$ cat src/rtl/rlx_pkg.sv
package rlx_pkg;
    localparam int XLEN        = 32;
    localparam int LIST_W      = 8;
    localparam int SLOTS       = LIST_W + 1;
    localparam int SLOT_W      = $clog2(SLOTS);
    localparam int IDX_W       = 4;
    localparam int CNT_W       = $clog2(SLOTS + 1);
    localparam int WORD_BYTES  = 4;
    localparam int EMPTY_WORDS = 16;
    localparam int PC_ADVANCE  = 2;
    localparam logic [IDX_W-1:0] SP_IDX = 4'd13;
    localparam logic [IDX_W-1:0] LR_IDX = 4'd14;
    localparam logic [IDX_W-1:0] PC_IDX = 4'd15;

    typedef enum logic [1:0] {
        ST_IDLE,
        ST_XFER,
        ST_WAIT,
        ST_WB
    } seq_state_e;

    typedef struct packed {
        seq_state_e          state;
        logic [SLOTS-1:0]    mask;
        logic [XLEN-1:0]     addr;
        logic [XLEN-1:0]     fin;
        logic [XLEN-1:0]     pc;
        logic [IDX_W-1:0]    base_idx;
        logic [IDX_W-1:0]    cur_reg;
        logic                is_load;
        logic                is_push;
        logic                first;
    } seq_regs_t;
endpackage

$ cat src/rtl/rlx_pick.sv
module rlx_pick #(
    parameter int N          = 9,
    parameter bit HIGH_FIRST = 1'b0,
    localparam int IW        = $clog2(N)
) (
    input  logic [N-1:0]  mask,
    output logic [IW-1:0] idx,
    output logic          any
);
    assign any = |mask;

    generate
        if (HIGH_FIRST) begin : g_high
            always_comb begin
                idx = '0;
                for (int i = 0; i < N; i++) begin
                    if (mask[i]) idx = IW'(i);
                end
            end
        end else begin : g_low
            always_comb begin
                idx = '0;
                for (int i = N - 1; i >= 0; i--) begin
                    if (mask[i]) idx = IW'(i);
                end
            end
        end
    endgenerate
endmodule

$ cat src/rtl/rlx_span.sv
module rlx_span
    import rlx_pkg::*;
(
    input  logic [14:0]      instr,
    input  logic [XLEN-1:0]  base_val,
    output logic [SLOTS-1:0] mask,
    output logic [IDX_W-1:0] base_idx,
    output logic [XLEN-1:0]  start_addr,
    output logic [XLEN-1:0]  fin_addr,
    output logic             is_load,
    output logic             is_push
);
    logic              block_xfer;
    logic [LIST_W-1:0] list;
    logic              extra;
    logic [CNT_W-1:0]  cnt;
    logic [XLEN-1:0]   span_bytes;

    assign block_xfer = instr[14];
    assign list       = instr[LIST_W-1:0];
    assign extra      = block_xfer ? (list == '0) : instr[8];
    assign is_load    = instr[11];
    assign is_push    = !block_xfer && !instr[11];
    assign base_idx   = block_xfer ? {1'b0, instr[10:8]} : SP_IDX;
    assign mask       = {extra, list};

    always_comb begin
        cnt = '0;
        for (int i = 0; i < SLOTS; i++) begin
            cnt = cnt + CNT_W'(mask[i]);
        end
    end

    assign span_bytes = (block_xfer && list == '0)
                      ? XLEN'(EMPTY_WORDS * WORD_BYTES)
                      : (XLEN'(cnt) * XLEN'(WORD_BYTES));

    always_comb begin
        if (is_push) begin
            start_addr = base_val - XLEN'(WORD_BYTES);
            fin_addr   = base_val - span_bytes;
        end else begin
            start_addr = base_val;
            fin_addr   = base_val + span_bytes;
        end
    end
endmodule

$ cat src/rtl/rlx_seq.sv
module rlx_seq
    import rlx_pkg::*;
(
    input  logic             clk,
    input  logic             rst_n,
    input  logic             start_i,
    input  logic [15:0]      instr_i,
    input  logic [XLEN-1:0]  pc_i,
    output logic             busy_o,
    output logic             done_o,
    output logic             branch_o,
    output logic [IDX_W-1:0] rf_raddr_o,
    input  logic [XLEN-1:0]  rf_rdata_i,
    output logic             rf_we_o,
    output logic [IDX_W-1:0] rf_waddr_o,
    output logic [XLEN-1:0]  rf_wdata_o,
    output logic             mem_req_o,
    output logic             mem_we_o,
    output logic [XLEN-1:0]  mem_addr_o,
    output logic [XLEN-1:0]  mem_wdata_o,
    input  logic             mem_ready_i,
    input  logic             mem_rvalid_i,
    input  logic [XLEN-1:0]  mem_rdata_i
);
    seq_regs_t q, d;

    logic              unused_opcode;
    logic [SLOTS-1:0]  sp_mask;
    logic [IDX_W-1:0]  sp_base_idx;
    logic [XLEN-1:0]   sp_start, sp_fin;
    logic              sp_load, sp_push;
    logic [SLOT_W-1:0] lo_idx, hi_idx, slot;
    logic              lo_any, hi_any;
    logic [IDX_W-1:0]  reg_idx;
    logic [SLOTS-1:0]  mask_left;

    assign unused_opcode = ^{instr_i[15], instr_i[13:12]};

    rlx_span u_span (
        .instr      (instr_i[14:0]),
        .base_val   (rf_rdata_i),
        .mask       (sp_mask),
        .base_idx   (sp_base_idx),
        .start_addr (sp_start),
        .fin_addr   (sp_fin),
        .is_load    (sp_load),
        .is_push    (sp_push)
    );

    rlx_pick #(.N(SLOTS), .HIGH_FIRST(1'b0)) u_pick_lo (
        .mask (q.mask),
        .idx  (lo_idx),
        .any  (lo_any)
    );

    rlx_pick #(.N(SLOTS), .HIGH_FIRST(1'b1)) u_pick_hi (
        .mask (q.mask),
        .idx  (hi_idx),
        .any  (hi_any)
    );

    always_comb begin
        slot = q.is_push ? hi_idx : lo_idx;
        if (slot == SLOT_W'(SLOTS - 1)) begin
            reg_idx = q.is_push ? LR_IDX : PC_IDX;
        end else begin
            reg_idx = IDX_W'(slot);
        end
        mask_left       = q.mask;
        mask_left[slot] = 1'b0;
    end

    always_comb begin
        d           = q;
        busy_o      = (q.state != ST_IDLE);
        done_o      = 1'b0;
        branch_o    = 1'b0;
        rf_raddr_o  = reg_idx;
        rf_we_o     = 1'b0;
        rf_waddr_o  = q.base_idx;
        rf_wdata_o  = q.fin;
        mem_req_o   = 1'b0;
        mem_we_o    = !q.is_load;
        mem_addr_o  = q.addr;
        mem_wdata_o = '0;

        case (q.state)
            ST_IDLE: begin
                rf_raddr_o = sp_base_idx;
                if (start_i) begin
                    d.mask     = sp_mask;
                    d.addr     = sp_start;
                    d.fin      = sp_fin;
                    d.pc       = pc_i;
                    d.base_idx = sp_base_idx;
                    d.cur_reg  = '0;
                    d.is_load  = sp_load;
                    d.is_push  = sp_push;
                    d.first    = 1'b1;
                    d.state    = (sp_mask == '0) ? ST_WB : ST_XFER;
                end
            end
            ST_XFER: begin
                mem_req_o = 1'b1;
                if (!q.is_push && slot == SLOT_W'(SLOTS - 1)) begin
                    mem_wdata_o = q.pc + XLEN'(PC_ADVANCE);
                end else if (reg_idx == q.base_idx && !q.first) begin
                    mem_wdata_o = q.fin;
                end else begin
                    mem_wdata_o = rf_rdata_i;
                end
                if (mem_ready_i) begin
                    d.mask    = mask_left;
                    d.first   = 1'b0;
                    d.cur_reg = reg_idx;
                    d.addr    = q.is_push ? q.addr - XLEN'(WORD_BYTES)
                                          : q.addr + XLEN'(WORD_BYTES);
                    if (q.is_load) begin
                        d.state = ST_WAIT;
                    end else begin
                        d.state = (mask_left == '0) ? ST_WB : ST_XFER;
                    end
                end
            end
            ST_WAIT: begin
                if (mem_rvalid_i) begin
                    rf_we_o    = 1'b1;
                    rf_waddr_o = q.cur_reg;
                    rf_wdata_o = mem_rdata_i;
                    branch_o   = (q.cur_reg == PC_IDX);
                    d.state    = (q.mask == '0) ? ST_WB : ST_XFER;
                end
            end
            ST_WB: begin
                rf_we_o = 1'b1;
                done_o  = 1'b1;
                d.state = ST_IDLE;
            end
            default: d.state = ST_IDLE;
        endcase
    end

    always_ff @(posedge clk or negedge rst_n) begin
        if (!rst_n) begin
            q       <= '0;
            q.state <= ST_IDLE;
        end else begin
            q <= d;
        end
    end

    // an unaccepted request is held unchanged
    p_req_hold_r9: assert property (@(posedge clk) disable iff (!rst_n)
        mem_req_o && !mem_ready_i |=> mem_req_o && $stable(mem_addr_o) && $stable(mem_we_o));

    // load data reaches the register file only with valid read data
    p_load_valid_r10: assert property (@(posedge clk) disable iff (!rst_n)
        rf_we_o && !done_o |-> mem_rvalid_i);

    // memory and register-file writes never overlap
    p_port_excl_r10: assert property (@(posedge clk) disable iff (!rst_n)
        !(mem_req_o && rf_we_o));

    // done lasts one cycle and carries a register write
    p_done_pulse_r3: assert property (@(posedge clk) disable iff (!rst_n)
        done_o |-> rf_we_o ##1 !done_o);

    // branch strobe only with a write to register 15
    p_branch_pc_r8: assert property (@(posedge clk) disable iff (!rst_n)
        branch_o |-> rf_we_o && rf_waddr_o == PC_IDX);

    // idle means no activity on either port
    p_idle_quiet_r11: assert property (@(posedge clk) disable iff (!rst_n)
        !busy_o |-> !mem_req_o && !rf_we_o);

    // a busy sequencer finishes with a done pulse before idling
    p_busy_end_r11: assert property (@(posedge clk) disable iff (!rst_n)
        busy_o && !done_o |=> busy_o);
endmodule

$ cat config.mk
export PLATFORM = sky130hd
export DESIGN_NAME = rlx_seq
export DESIGN_NICKNAME = d
export VERILOG_FILES = /design/src/rtl/rlx_pkg.sv /design/src/rtl/rlx_pick.sv /design/src/rtl/rlx_span.sv /design/src/rtl/rlx_seq.sv
export SDC_FILE = /design/constraint.sdc
export NUM_CORES = 1
export LEC_CHECK = 0
export BUFFER_PORTS_ARGS = -buffer_cell sky130_fd_sc_hd__buf_2
export CORE_UTILIZATION = 45
export DETAILED_ROUTE_END_ITERATION = 12
export HOLD_SLACK_MARGIN = 0.05
export PLACE_DENSITY = 0.69
export SETUP_SLACK_MARGIN = 0.15
export SLEW_MARGIN = 20
export SYNTH_ARGS = -nofsm -noshare
export SYNTH_HDL_FRONTEND = slang
export SYNTH_SLANG_ARGS = --single-unit
$ cat constraint.sdc
create_clock -name clk -period 11.3 [get_ports clk]
set_input_delay 3.39 -clock clk [delete_from_list [all_inputs] [get_ports clk]]
set_output_delay 3.39 -clock clk [all_outputs]
set_load 0.02 [all_outputs]
After elaboration in Yosys (flattened, before gate mapping)
Cells that the tools add are included.

Register bits: 118. Bits in latches: 0. Bits in writable memories: 0. Bits in read-only memories: 0. Bits of input ports: 117. Output and inout port bits: 110. Memories kept: 0.

Add/sub/neg operators: 14. $mul: 0. Div/mod/pow operators: 0. $lt $le $gt $ge: 2. Equal/unequal tests: 9. Shift-type cells: 0. Mux-type cells: 55. Bitwise gates (word level): 2. Reduce and logical (&&, ||, !) cells: 20.

Operators with widths (number): 32-bit 2-to-1 mux (8); 118-bit 2-to-1 mux (1); 41-bit case mux with 2 select lines (1); 4-bit 2-to-1 mux (17); 32-bit by 3-bit subtractor with 32-bit output, second input constant (2); 43-bit 2-to-1 mux (1); 32-bit by 2-bit adder with 32-bit output, second input constant (1); 32-bit by 3-bit adder with 32-bit output, second input constant (1); 32-bit adder (1); 32-bit subtractor (1); 4-bit by 1-bit adder with 4-bit output (7); 9-bit logical NOT (3); 2-bit 2-to-1 mux (7); 3-bit 2-to-1 mux (4); 1-bit 2-to-1 mux (10); 9-bit bitwise AND (1); 9-bit NOT (1); 4-bit == test, second input constant (2); 8-bit logical NOT (1); 2-bit case mux with 4 select lines (1); 4-bit case mux with 2 select lines (1); 7-bit 2-to-1 mux (1); 2-bit != test, second input constant (3); 3-bit AND reduction (2); other kinds (13) (24).

Longest topological paths before layout
Depth after elaboration: 21. Mapped depth: 25.

Hierarchy
A second synthesis with hierarchy kept.

Cell total of the unflattened synthesis: 1356. Area total of the unflattened synthesis: 11641.2 um^2.

Modules (own cells, without submodules): rlx_seq (instances 1, cells an instance 941, area an instance 8770.9 um^2, sequential area each 2952.8 um^2); rlx_span (instances 1, cells an instance 387, area an instance 2696.3 um^2, sequential area each 0.0 um^2); rlx_pick at u_pick_lo (instances 1, cells an instance 14, area an instance 96.3 um^2, sequential area each 0.0 um^2); rlx_pick at u_pick_hi (instances 1, cells an instance 14, area an instance 77.6 um^2, sequential area each 0.0 um^2).

Least setup slack after synthesis
OpenSTA, ideal clock, no wires.

Path kind: input port to flip-flop. From: in instr_i[0]. To: reg q[74] in the netlist's numbering. Arrival: 8.948 ns. Data required time: 11.167 ns. Slack: 2.219 ns. Stages on the path: 25. Path buffers: 0. Path through: inv_1 > ha_1 > or4b_2 > nor4_1 > nand2_1 > a21boi_0 > fa_1 > inv_1 > ha_1 > fa_1 > nand2_1 > ha_1 > a21boi_0 > ha_1 > or2_2 > ha_1 > nand2_1 > o211ai_1 > a221oi_1 > o31ai_1 > o2bb2ai_1 > a2111oi_0 > o21bai_1 > xnor2_1 > o21ai_0.

Word-level cells in the longest chain between the ends: 11.

Ends and longest elaborated chain: from (decl) (RTL line rlx_seq.sv:7) `input logic [15:0] instr_i,`; 1-bit by 1-bit adder with 2-bit output (RTL line rlx_span.sv:30) `cnt = cnt + CNT_W'(mask[i]);`; 4-bit by 1-bit adder with 4-bit output (7 in series) (RTL line rlx_span.sv:30); 7-bit 2-to-1 mux (*) (RTL line rlx_span.sv:35) `? XLEN'(EMPTY_WORDS * WORD_BYTES)`; 32-bit adder / 32-bit subtractor (equally long branches) (RTL line rlx_span.sv:44, rlx_span.sv:41); 32-bit 2-to-1 mux (*) (RTL line rlx_span.sv:39) `if (is_push) begin`; to (decl) (RTL line rlx_seq.sv:25) `seq_regs_t q, d;`.

Mark *: on every way between the ends. The rest lies on a longest branch, timed or not. A chain may end at the register's enable or synchronous reset.

Worst setup path after layout
From: in instr_i[1]. To: reg q[74] in the netlist's numbering.

Same word-level chain as after synthesis.

==> impl_metrics.yaml <==
outcome:
  status: "finished, final reports clean"
critical_path:
  cp_common_cell: "ha_1"
  worstSetupPathType: "primary input to register"
  crit_required_ns: 11.57
  cp_num_buf_inv: 3
  crit_path_top_delay_cell: "o31ai_1"
  cp_max_fo: 10
  r2r_end: "mem_addr_o[31]"
  endpoint_kind: "register"
  cpPeakStageDelay_ns: 0.65
  cp_top_family: "compound AO/OA/AOI/OAI gates"
  r2r_start: "q[117]"
  crit_arrival_ns: 10.14
  ff2ff_setup_slack_ns: 7.54
  cp-start-kind: "primary input"
  r2r_cells: 10
timing:
  fin_hold_ws_ns: 0.471
  fin_skew_ns: 0.0116
  setup_viol: 0
  finalHoldViolCount: 0
  fin_setup_tns_ns: 0
  slew_violations: 0
  worstMarginPinSlew_ns: 1.07
  timing.fmax_ghz: 0.101
  slew_headroom_pct: 28.5
  rsz0062_at_grt: "no"
  min_period_over_period_pct: 87.3
  finalCriticalPeriod_ns: 9.87
synthesis:
  synth_commonest_cells: "nand2_1 (221), o21ai_0 (124), dfrtp_1 (118)"
  synth_most_common_cell: "nand2_1"
  syn_area_per_cell_um2: 8.05
  syn_inst: 1298
  ys_seq_area_share_pct: 28.2
  synth-edff-count: 0
  synth_area_leader_cell: "dfrtp_1"
  syn_area_um2: 10500
  syn_nets: 1489
  synth.distinct_cells: 71
  synthArstFlopShare_pct: 100
  synth_top_area_share_pct: 28.2
  synth.area.top_cells: "dfrtp_1 (28%), ha_1 (8.1%), nand2_1 (7.9%)"
  yosysWarnings: 0
  synth_flop_cell: "dfrtp_1"
  synth_seq_cells: 118
global_routing:
  grt_pass1_vias: 9565
  antenna_found_initial: 5
  grt_max_degree: 114
  grt_first_pass_wirelength_mm: 50.0
  grt_overflow_total: 0
  grtUsageTotal_pct: 26.6
route:
  routed_wl_mm: 31.3
  ant_nets: 0
  wl_per_cell_um: 17.8
  vias_per_cell: 5.71
  initialDrtViolationCount: 801
  drc: 0
  first_pass_iters: 6
  num_vias: 10000
placement:
  gp_congestion: 0.931
  place_hpwl_mm: 22.8
  numPortBuffers: 223
floorplan:
  pin_count: 227
  die_w_um: 154
  fp.dieArea_um2: 23800
  rows: 55
  core_area_um2: 22700
  initial_core_util_pct: 46.0
  die_h_um: 154
clock_tree:
  cts_root_buf: "clkbuf_16"
  h-tree-depth: 4
  cts_tree: "done"
  ctsResizeCount: 0
  clkTransAtPathRegs_ns: 0.06
  clk_latency_ns: 0.43
  cts-hold-fix-buffers: 0
  numCtsBuffers: 17
  clock-sinks: 118
  post_cts_buffers: 0
  cts_buffer_depth: 2
min_path:
  whs_endpoint: "q[11]"
  worstHoldPathCells: 2
  holdCritStartpoint: "q[11]"
  min_path_type: "register to register"
power_and_ir_drop:
  peakVddDrop_uv: 122
  combPwrFrac_pct: 63.6
  internal_power_mw: 1.96
  switching_share_pct: 50.1
  switching_power_mw: 1.97
  p_seq_share_pct: 21.7
  clkPwrFrac_pct: 14.6
  total_leakage_power_nw: 6.02
  power_density_nw_per_um2: 322
final_layout:
  nNetsFinal: 1646
  drive_gt1_share_pct: 21.9
  syn_to_final_growth_pct: 16.4
  fillers: 2208
job:
  cap_violations: 0
worst reg2reg max path, delay by kind of cell (launching register included):
| kind | cells | cell delay [ns] |
|---|---|---|
| mux | 1 | 0.17 |
| flops | 1 | 0.49 |
| compound gates | 2 | 0.38 |
| simple gates | 5 | 2.08 |
| buf+inv | 2 | 0.51 |
kinds of logic after synthesis:
family                   share of synthesized area (%)
AND/OR/NAND/NOR                                   19.9
XOR/XNOR                                          8.96
adder cells (fa/ha/maj)                           9.29
flip-flops                                        28.2
buffers and inverters                             5.86
AO/OA/AOI/OAI                                     20.0
multiplexers                                      7.83
cells in the final DEF (no fill, tap or decap), drive strengths merged, types with 8 or more instances in the layout:
master,instances
buf,229
nand2,221
o21ai,125
dfrtp,118
nor2,80
a21oi,76
ha,68
xnor2,64
xor2,43
mux2i,39
inv,39
mux2,38
nand3,33
nor3,26
a21o,24
clkbuf,18
nand4,14
a211oi,13
nand2b,12
a221oi,12
nor2b,11
o21a,10
and3,9
o22ai,9
a31oi,9
and2,8
power groups by stage:
stage | logic [mW] | clock network (mW) | registers, mW
after floorplan | 1.95 | 0 | 0.788
after global placement | 2.43 | 0 | 0.847
after detailed placement | 2.47 | 0 | 0.854
after CTS | 2.48 | 0.581 | 0.849
after global routing | 2.77 | 0.603 | 0.881
final | 2.50 | 0.574 | 0.853
how the worst max path moves through the flow:
stage	cells past startpoint	slack [ns]	to	from
floorplan	25	2.22	q[74]	instr_i[0]
global placement	26	1.16	q[74]	instr_i[1]
detailed placement	26	1.10	q[74]	instr_i[1]
CTS	26	1.50	q[74]	instr_i[1]
global route	26	0.82	q[74]	instr_i[1]
finish	26	1.43	q[74]	instr_i[1]
stage by stage:
step,utilization [%],worst slack (ns),power (mW),area [µm²],instances
4_1_cts,53.5,1.50,3.91,12100,1753
5_1_grt,53.6,0.819,4.25,12200,1758
2_1_floorplan,-,2.22,2.73,10500,1298
6_report,53.6,1.43,3.92,12200,1758
3_5_place_dp,50.8,1.10,3.32,11500,1721
3_3_place_gp,50.8,1.16,3.27,11500,1721
area by class of cell:
cell class / count / area (µm²) / share of cell area [%]
multi-input cells: 1051 / 6930 / 56.9
clock buffers: 18 / 439 / 3.61
inverters: 38 / 143 / 1.17
diodes: 5 / 12.5 / 0.103
clock inverters: 14 / 176 / 1.45
flip-flops and latches: 118 / 2950 / 24.3
repair buffers: 229 / 1170 / 9.59
well taps: 285 / 357 / 2.93
flip-flops by register name, indices dropped and copies added (netlist names):
signal and cells:
mem_addr_o 32, q 86
per-layer routing:
| layer | share of wire [%] | vias to the layer above | GRT usage, % |
|---|---|---|---|
| met1 | 46 | 4701 | 35.8 |
| li1 | - | 4917 | - |
| met2 | 46 | 380 | 42.8 |
| met3 | 6.6 | 43 | 5.18 |
| met5 | 0 | - | 0 |
| met4 | 1.9 | 0 | 9.15 |
Note: power is estimated with default switching activity, not from simulation.
